$ cat src/rtl/scl_timing_pkg.sv
`timescale 1ns/1ps
package scl_timing_pkg;

  typedef enum logic [1:0] {
    OP_BIT    = 2'd0,
    OP_START  = 2'd1,
    OP_STOP   = 2'd2,
    OP_RSTART = 2'd3
  } scl_op_e;

  typedef enum logic [1:0] {
    PH_IDLE  = 2'd0,
    PH_BIT   = 2'd1,
    PH_SETUP = 2'd2
  } scl_phase_e;

endpackage

$ cat src/rtl/scl_count_sel.sv
`timescale 1ns/1ps
// Clamps the raw timing counts and captures them when a phase is accepted.
module scl_count_sel #(
  parameter int CNT_W   = 12,
  parameter int MIN_PER = 4
) (
  input  logic             clk,
  input  logic             rst_n,
  input  logic             load,
  input  logic [CNT_W-1:0] raw_per,
  input  logic [CNT_W-1:0] raw_low,
  input  logic [CNT_W-1:0] raw_dset,
  input  logic [CNT_W-1:0] raw_sset,
  output logic [CNT_W-1:0] per_q,
  output logic [CNT_W-1:0] low_q,
  output logic [CNT_W-1:0] dset_q,
  output logic [CNT_W-1:0] sset_q
);

  localparam logic [CNT_W-1:0] PER_MIN = CNT_W'(MIN_PER);
  localparam logic [CNT_W-1:0] ONE     = CNT_W'(1);
  localparam logic [CNT_W-1:0] TWO     = CNT_W'(2);

  logic [CNT_W-1:0] per_d, low_d, dset_d, sset_d;
  logic [CNT_W-1:0] low_max, dset_max;

  always_comb begin
    per_d    = (raw_per < PER_MIN) ? PER_MIN : raw_per;
    low_max  = per_d - ONE;
    if (raw_low < TWO)          low_d = TWO;
    else if (raw_low > low_max) low_d = low_max;
    else                        low_d = raw_low;
    dset_max = low_d - ONE;
    if (raw_dset < ONE)           dset_d = ONE;
    else if (raw_dset > dset_max) dset_d = dset_max;
    else                          dset_d = raw_dset;
    sset_d   = (raw_sset == '0) ? ONE : raw_sset;
  end

  always_ff @(posedge clk or negedge rst_n) begin
    if (!rst_n) begin
      per_q  <= PER_MIN;
      low_q  <= TWO;
      dset_q <= ONE;
      sset_q <= ONE;
    end else if (load) begin
      per_q  <= per_d;
      low_q  <= low_d;
      dset_q <= dset_d;
      sset_q <= sset_d;
    end
  end

endmodule

$ cat src/rtl/scl_phase_ctrl.sv
`timescale 1ns/1ps
// Phase register and cycle counter.
module scl_phase_ctrl
  import scl_timing_pkg::*;
#(
  parameter int CNT_W = 12
) (
  input  logic             clk,
  input  logic             rst_n,
  input  logic             operate,
  input  logic             go,
  input  scl_op_e          op_in,
  input  logic [CNT_W-1:0] per_q,
  input  logic [CNT_W-1:0] sset_q,
  output scl_phase_e       phase,
  output logic [CNT_W:0]   cnt,
  output scl_op_e          op_q,
  output logic             last,
  output logic             accept
);

  localparam int CW = CNT_W + 1;

  logic [CW-1:0] bit_end, set_end, cnt_d;
  scl_phase_e    phase_d;
  scl_op_e       op_d;

  always_comb begin
    bit_end = {1'b0, per_q} - CW'(1);
    set_end = {sset_q, 1'b0} - CW'(1);
    last    = ((phase == PH_BIT)   && (cnt == bit_end)) ||
              ((phase == PH_SETUP) && (cnt == set_end));
    accept  = go && operate && ((phase == PH_IDLE) || last);

    phase_d = phase;
    cnt_d   = cnt;
    op_d    = op_q;
    if (!operate) begin
      phase_d = PH_IDLE;
      cnt_d   = '0;
    end else if (accept) begin
      phase_d = (op_in == OP_BIT) ? PH_BIT : PH_SETUP;
      cnt_d   = '0;
      op_d    = op_in;
    end else if (last) begin
      phase_d = PH_IDLE;
      cnt_d   = '0;
    end else if (phase != PH_IDLE) begin
      cnt_d   = cnt + CW'(1);
    end
  end

  always_ff @(posedge clk or negedge rst_n) begin
    if (!rst_n) begin
      phase <= PH_IDLE;
      cnt   <= '0;
      op_q  <= OP_BIT;
    end else begin
      phase <= phase_d;
      cnt   <= cnt_d;
      op_q  <= op_d;
    end
  end

endmodule

$ cat src/rtl/scl_tick_decode.sv
`timescale 1ns/1ps
// Decodes the pad enable and the phase ticks from the phase state.
module scl_tick_decode
  import scl_timing_pkg::*;
#(
  parameter int CNT_W = 12
) (
  input  logic             run_en,
  input  logic             scl_free,
  input  scl_phase_e       phase,
  input  logic [CNT_W:0]   cnt,
  input  scl_op_e          op_q,
  input  logic [CNT_W-1:0] low_q,
  input  logic [CNT_W-1:0] dset_q,
  input  logic [CNT_W-1:0] sset_q,
  output logic             scl_oe,
  output logic             tick_fall,
  output logic             tick_rise,
  output logic             tick_data,
  output logic             tick_start,
  output logic             tick_stop
);

  logic in_bit, in_set, set_hit;

  always_comb begin
    in_bit     = (phase == PH_BIT);
    in_set     = (phase == PH_SETUP);
    tick_fall  = in_bit && (cnt == '0);
    tick_data  = in_bit && (cnt == {1'b0, dset_q});
    tick_rise  = in_bit && (cnt == {1'b0, low_q});
    set_hit    = in_set && (cnt == {1'b0, sset_q});
    tick_start = set_hit && (op_q != OP_STOP);
    tick_stop  = set_hit && (op_q == OP_STOP);
    if (run_en && scl_free) scl_oe = in_bit && (cnt < {1'b0, low_q});
    else                    scl_oe = !scl_free;
  end

endmodule

$ cat src/rtl/scl_timing_gen.sv
`timescale 1ns/1ps
module scl_timing_gen
  import scl_timing_pkg::*;
#(
  parameter int CNT_W   = 12,
  parameter int MIN_PER = 4
) (
  input  logic             clk,
  input  logic             rst_n,
  input  logic             run_en,
  input  logic             scl_free,
  input  logic [CNT_W-1:0] cfg_period,
  input  logic [CNT_W-1:0] cfg_low,
  input  logic [CNT_W-1:0] cfg_dsetup,
  input  logic [CNT_W-1:0] cfg_susto,
  input  logic             go,
  input  logic [1:0]       op,
  output logic             scl_oe,
  output logic             tick_fall,
  output logic             tick_rise,
  output logic             tick_data,
  output logic             tick_start,
  output logic             tick_stop,
  output logic             phase_done,
  output logic             busy
);

  logic             operate, accept, last;
  logic [CNT_W-1:0] per_q, low_q, dset_q, sset_q;
  logic [CNT_W:0]   cnt;
  scl_phase_e       phase;
  scl_op_e          op_q;

  assign operate = run_en && scl_free;

  scl_count_sel #(.CNT_W(CNT_W), .MIN_PER(MIN_PER)) u_cnt (
    .clk(clk), .rst_n(rst_n), .load(accept),
    .raw_per(cfg_period), .raw_low(cfg_low),
    .raw_dset(cfg_dsetup), .raw_sset(cfg_susto),
    .per_q(per_q), .low_q(low_q), .dset_q(dset_q), .sset_q(sset_q)
  );

  scl_phase_ctrl #(.CNT_W(CNT_W)) u_ctrl (
    .clk(clk), .rst_n(rst_n), .operate(operate), .go(go),
    .op_in(scl_op_e'(op)), .per_q(per_q), .sset_q(sset_q),
    .phase(phase), .cnt(cnt), .op_q(op_q), .last(last), .accept(accept)
  );

  scl_tick_decode #(.CNT_W(CNT_W)) u_dec (
    .run_en(run_en), .scl_free(scl_free), .phase(phase), .cnt(cnt),
    .op_q(op_q), .low_q(low_q), .dset_q(dset_q), .sset_q(sset_q),
    .scl_oe(scl_oe), .tick_fall(tick_fall), .tick_rise(tick_rise),
    .tick_data(tick_data), .tick_start(tick_start), .tick_stop(tick_stop)
  );

  assign phase_done = last;
  assign busy       = (phase != PH_IDLE);

endmodule

$ cat config.mk
export PLATFORM = sky130hd
export DESIGN_NAME = scl_timing_gen
export DESIGN_NICKNAME = d
export VERILOG_FILES = /design/src/rtl/scl_timing_pkg.sv /design/src/rtl/scl_count_sel.sv /design/src/rtl/scl_phase_ctrl.sv /design/src/rtl/scl_tick_decode.sv /design/src/rtl/scl_timing_gen.sv
export SDC_FILE = /design/constraint.sdc
export NUM_CORES = 1
export LEC_CHECK = 0
export BUFFER_PORTS_ARGS = -buffer_cell sky130_fd_sc_hd__buf_4
export CORE_UTILIZATION = 40
export DETAILED_ROUTE_END_ITERATION = 8
export PLACE_DENSITY = 0.66
export SLEW_MARGIN = 20
export SYNTH_ARGS = -nofsm -noshare
export SYNTH_HDL_FRONTEND = slang
export SYNTH_SLANG_ARGS = --single-unit
$ cat constraint.sdc
create_clock -name clk -period 3.34 [get_ports clk]
set_clock_uncertainty 0.15 [all_clocks]
set_input_delay 0.167 -clock clk [delete_from_list [all_inputs] [get_ports clk]]
set_output_delay 0.167 -clock clk [all_outputs]
set_load 0.01 [all_outputs]
==> summary.md <==
| Metric | Value |
|---|---|
| Remaining antenna violation count after routing | 0 |
| Drt first-iter violations | 420 |
| I/O Pins | 63 |
| Hold depth | 3 |
| Max H-tree Level | 3 |
| Worst-Margin Slew | 0.8625 ns |
| Initial antenna violation count | 0 |
| Syn avg cell area | 8.637 um^2 |
| Leading cell types by count after synthesis | nor2_1, dfrtp_1, xnor2_1, nand2_1, ha_1 |
| Worst Hold Launch | cfg_dsetup[0] |
| Worst vdd ir | 0.2397 mV |
| Clk_lat worst skew | 0.33 ns |
| Slowest CP cell | or4_4 |
| Yosys Warn Count | 0 |
| Die area | 14510 um^2 |
| Setup_tns | -41.75 ns |
| Pwr per Cell Area | 410.7 nW/um^2 |
| Share of the synthesized area in the top cell type | 27.19% |
| Initial Util | 41.73% |
| Vias in the first global route | 6149 |
| Distinct cell type count after synthesis | 69 |
| Design Area, Final | 8695 um^2 |
| Fill count | 1052 |
| First-pass GRT wire length | 30090 um |
| First-pass detailed-route iteration total | 5 |
| Die Y | 120.5 um |
| PnR worst setup slack | -2.690 ns |
| Via Count | 5949 |
| Number of synthesized flops with an enable pin | 0 |
| Sequential fraction of the synthesis area | 29.06% |
| Final net count | 983 |
| CTS Buf Count | 9 |
| Synth top area cells | dfrtp_1, ha_1, xnor2_1 |
| Final Power | 0.003571 W |
| Average routed wire per standard cell | 18.22 um |
| Mapped cell area | 5614 um^2 |
| Fmax | 165.8 MHz |
| Crit path top cell by count | a21o_1 |
| Crit Path Max Fanout | 4 |
| DRC | 0 |
| Clock slew at reported path FFs | 0.05 ns |
| Total Routing Usage GR | 26.37% |
| Data arrival, critical path | 6.09 ns |
| Vias per cell | 5.575 |
| Ratio of cells with drive above 1 in the final layout | 42.65% |
| Core Rows | 42 |
| FF-to-FF Start | u_cnt.per_q[1] |
| Ys flop type | dfrtp_1 |
| Antenna diodes | 0 |
| Pins Over Slew Limit | 0 |
| Core area | 13450 um^2 |
| Largest net degree at the start of global routing | 66 |
| Area growth, synth to finish | 54.87% |
| CTS tree | built |
| Crit-path max cell delay | 0.54 ns |
| Number of synthesized register bits | 65 |
| Leak | 3.895 nW |
| Clk sinks | 65 |
| Die width | 120.5 um |
| RSZ-0062 raised after global routing | true |
| Placement Cell Area | 7420 um^2 |
| Time the worst path needs with I/O delays and setup | 6.030 ns |
| Hold_ws | 0.02342 ns |
| Setup CP Type | input pin to flip-flop |
| Post-synth top area cell | dfrtp_1 |
| Dpl ws | -3.201 ns |
| Status | finished with violations |
| Worst Setup SP | cfg_period[7] |
| Total wire length | 19440 um |
| Worst min-delay path category | input pin to flip-flop |
| Syn_nets | 747 |
| Final Hold Fails | 0 |
| Gr ovfl total | 0 |
| R2R cell count | 13 |
| Period utilization | 180.5% |
| Failing checks | negative setup slack |
| CP required | 3.40 ns |
| Clock Root Buffer | clkbuf_16 |
| PortBufs | 62 |
| Worst slew margin | 42.50% |
| Gpl congestion | 0.8963 |
| Final setup vio count | 49 |
| DP HPWL | 13440 um |
| Crit. End Element | flip-flop |
| Syn Inst Count | 650 |
| Number of max-cap violations | 0 |
| Maximum clock path buffer count | 2 |
| Startpoint Class | input pin |
| Most frequent cell after synthesis | nor2_1 |
| Asr flop ratio synth | 100.0% |
## area by class of cell
type	instances	area [um^2]	share of cell area (%)
well taps	176	220.2	2.533
repair buffers	254	2156	24.79
clock inverters	3	40.04	0.4605
clock buffers	13	260.3	2.993
inverters	36	142.6	1.641
multi-input cells	520	4244	48.81
flip-flops and latches	65	1632	18.77
## state kept, by name, indices dropped and copies added, names as in the netlist
| signal | count |
|---|---|
| u_ctrl.cnt | 13 |
| u_ctrl.op_q | 2 |
| u_ctrl.phase | 2 |
| u_cnt.dset_q | 12 |
| u_cnt.sset_q | 12 |
| u_cnt.low_q | 12 |
| u_cnt.per_q | 12 |
## cell usage in the layout, fill, tap and decap left out, types with 11 or more instances in the layout
cell type	count
buf_4	213
dfrtp_1	61
nor2_1	58
xnor2_1	45
nand2_1	39
ha_1	37
inv_1	29
xor2_1	27
mux2_4	22
nand4_1	19
dlygate4sd3_1	18
nor4_1	17
o21ai_0	17
a21oi_1	16
nor3_1	13
nand3_1	12
clkbuf_16	12
nor2b_1	11
buf_6	11
## final timing paths
kind                       slack [ns]               end
setup / recovery                -2.69   u_cnt.dset_q[4]
hold / removal                   0.02   u_cnt.dset_q[0]
setup reg to reg                -0.16   u_ctrl.phase[0]
hold reg to reg                  0.36   u_cnt.dset_q[0]
max in group asynchronous        2.12    u_ctrl.cnt[10]
min in group asynchronous        0.34  u_cnt.sset_q[10]
## per-stage QoR
step / utilization (%) / cells
2_1_floorplan: - / 650
6_report: 64.63 / 1067
3_5_place_dp: 55.15 / 1005
5_1_grt: 64.63 / 1067
3_3_place_gp: 55.15 / 1005
4_1_cts: 61.83 / 1056
## logic make-up (layout without fill, tap and decap cells)
| family | Yosys count | after routing | share of synthesized area [%] |
|---|---|---|---|
| fa+ha+maj | 42 | 42 | 9.360 |
| flops | 65 | 65 | 29.06 |
| xor+xnor | 75 | 75 | 11.70 |
| mux | 39 | 39 | 7.733 |
| buf+inv | 65 | 306 | 4.747 |
| compound gates | 117 | 117 | 14.35 |
| simple gates | 247 | 247 | 23.04 |
## report_power, final
part / switching [W] / internal (W) / leakage [nW]
Clock: 0.000332 / 0.000616 / 0.150
Combinational: 0.000711 / 0.000823 / 2.95
Sequential: 0.000145 / 0.000944 / 0.799
## critical path: cells and delay by family
kind | cells | cell delay (ns)
simple gates | 11 | 2.46
compound gates | 9 | 1.50
fa+ha+maj | 3 | 0.75
mux | 2 | 0.55
buf+inv | 3 | 0.41
xor+xnor | 1 | 0.23
## metal layers
metal	share of wire (%)	routed length, um	GRT usage (%)	vias to the layer above
li1	-	-	-	2812
met1	41	7936	31.36	2928
met2	51	10000	46.84	157
met3	4.3	830	3.255	52
met4	3.5	672	12.81	0
met5	0	0	0	-
## what timing repair did
item / CTS / global route
setup endpoints to repair: 52 / 51
gates cloned: 1 / 3
hold buffers: 18 / 0
hold endpoints to repair: 78 / 0
pin swaps: 20 / 19
buffers inserted: 17 / 8
resized for setup: 61 / 66
(Power assumes the default switching activity.)
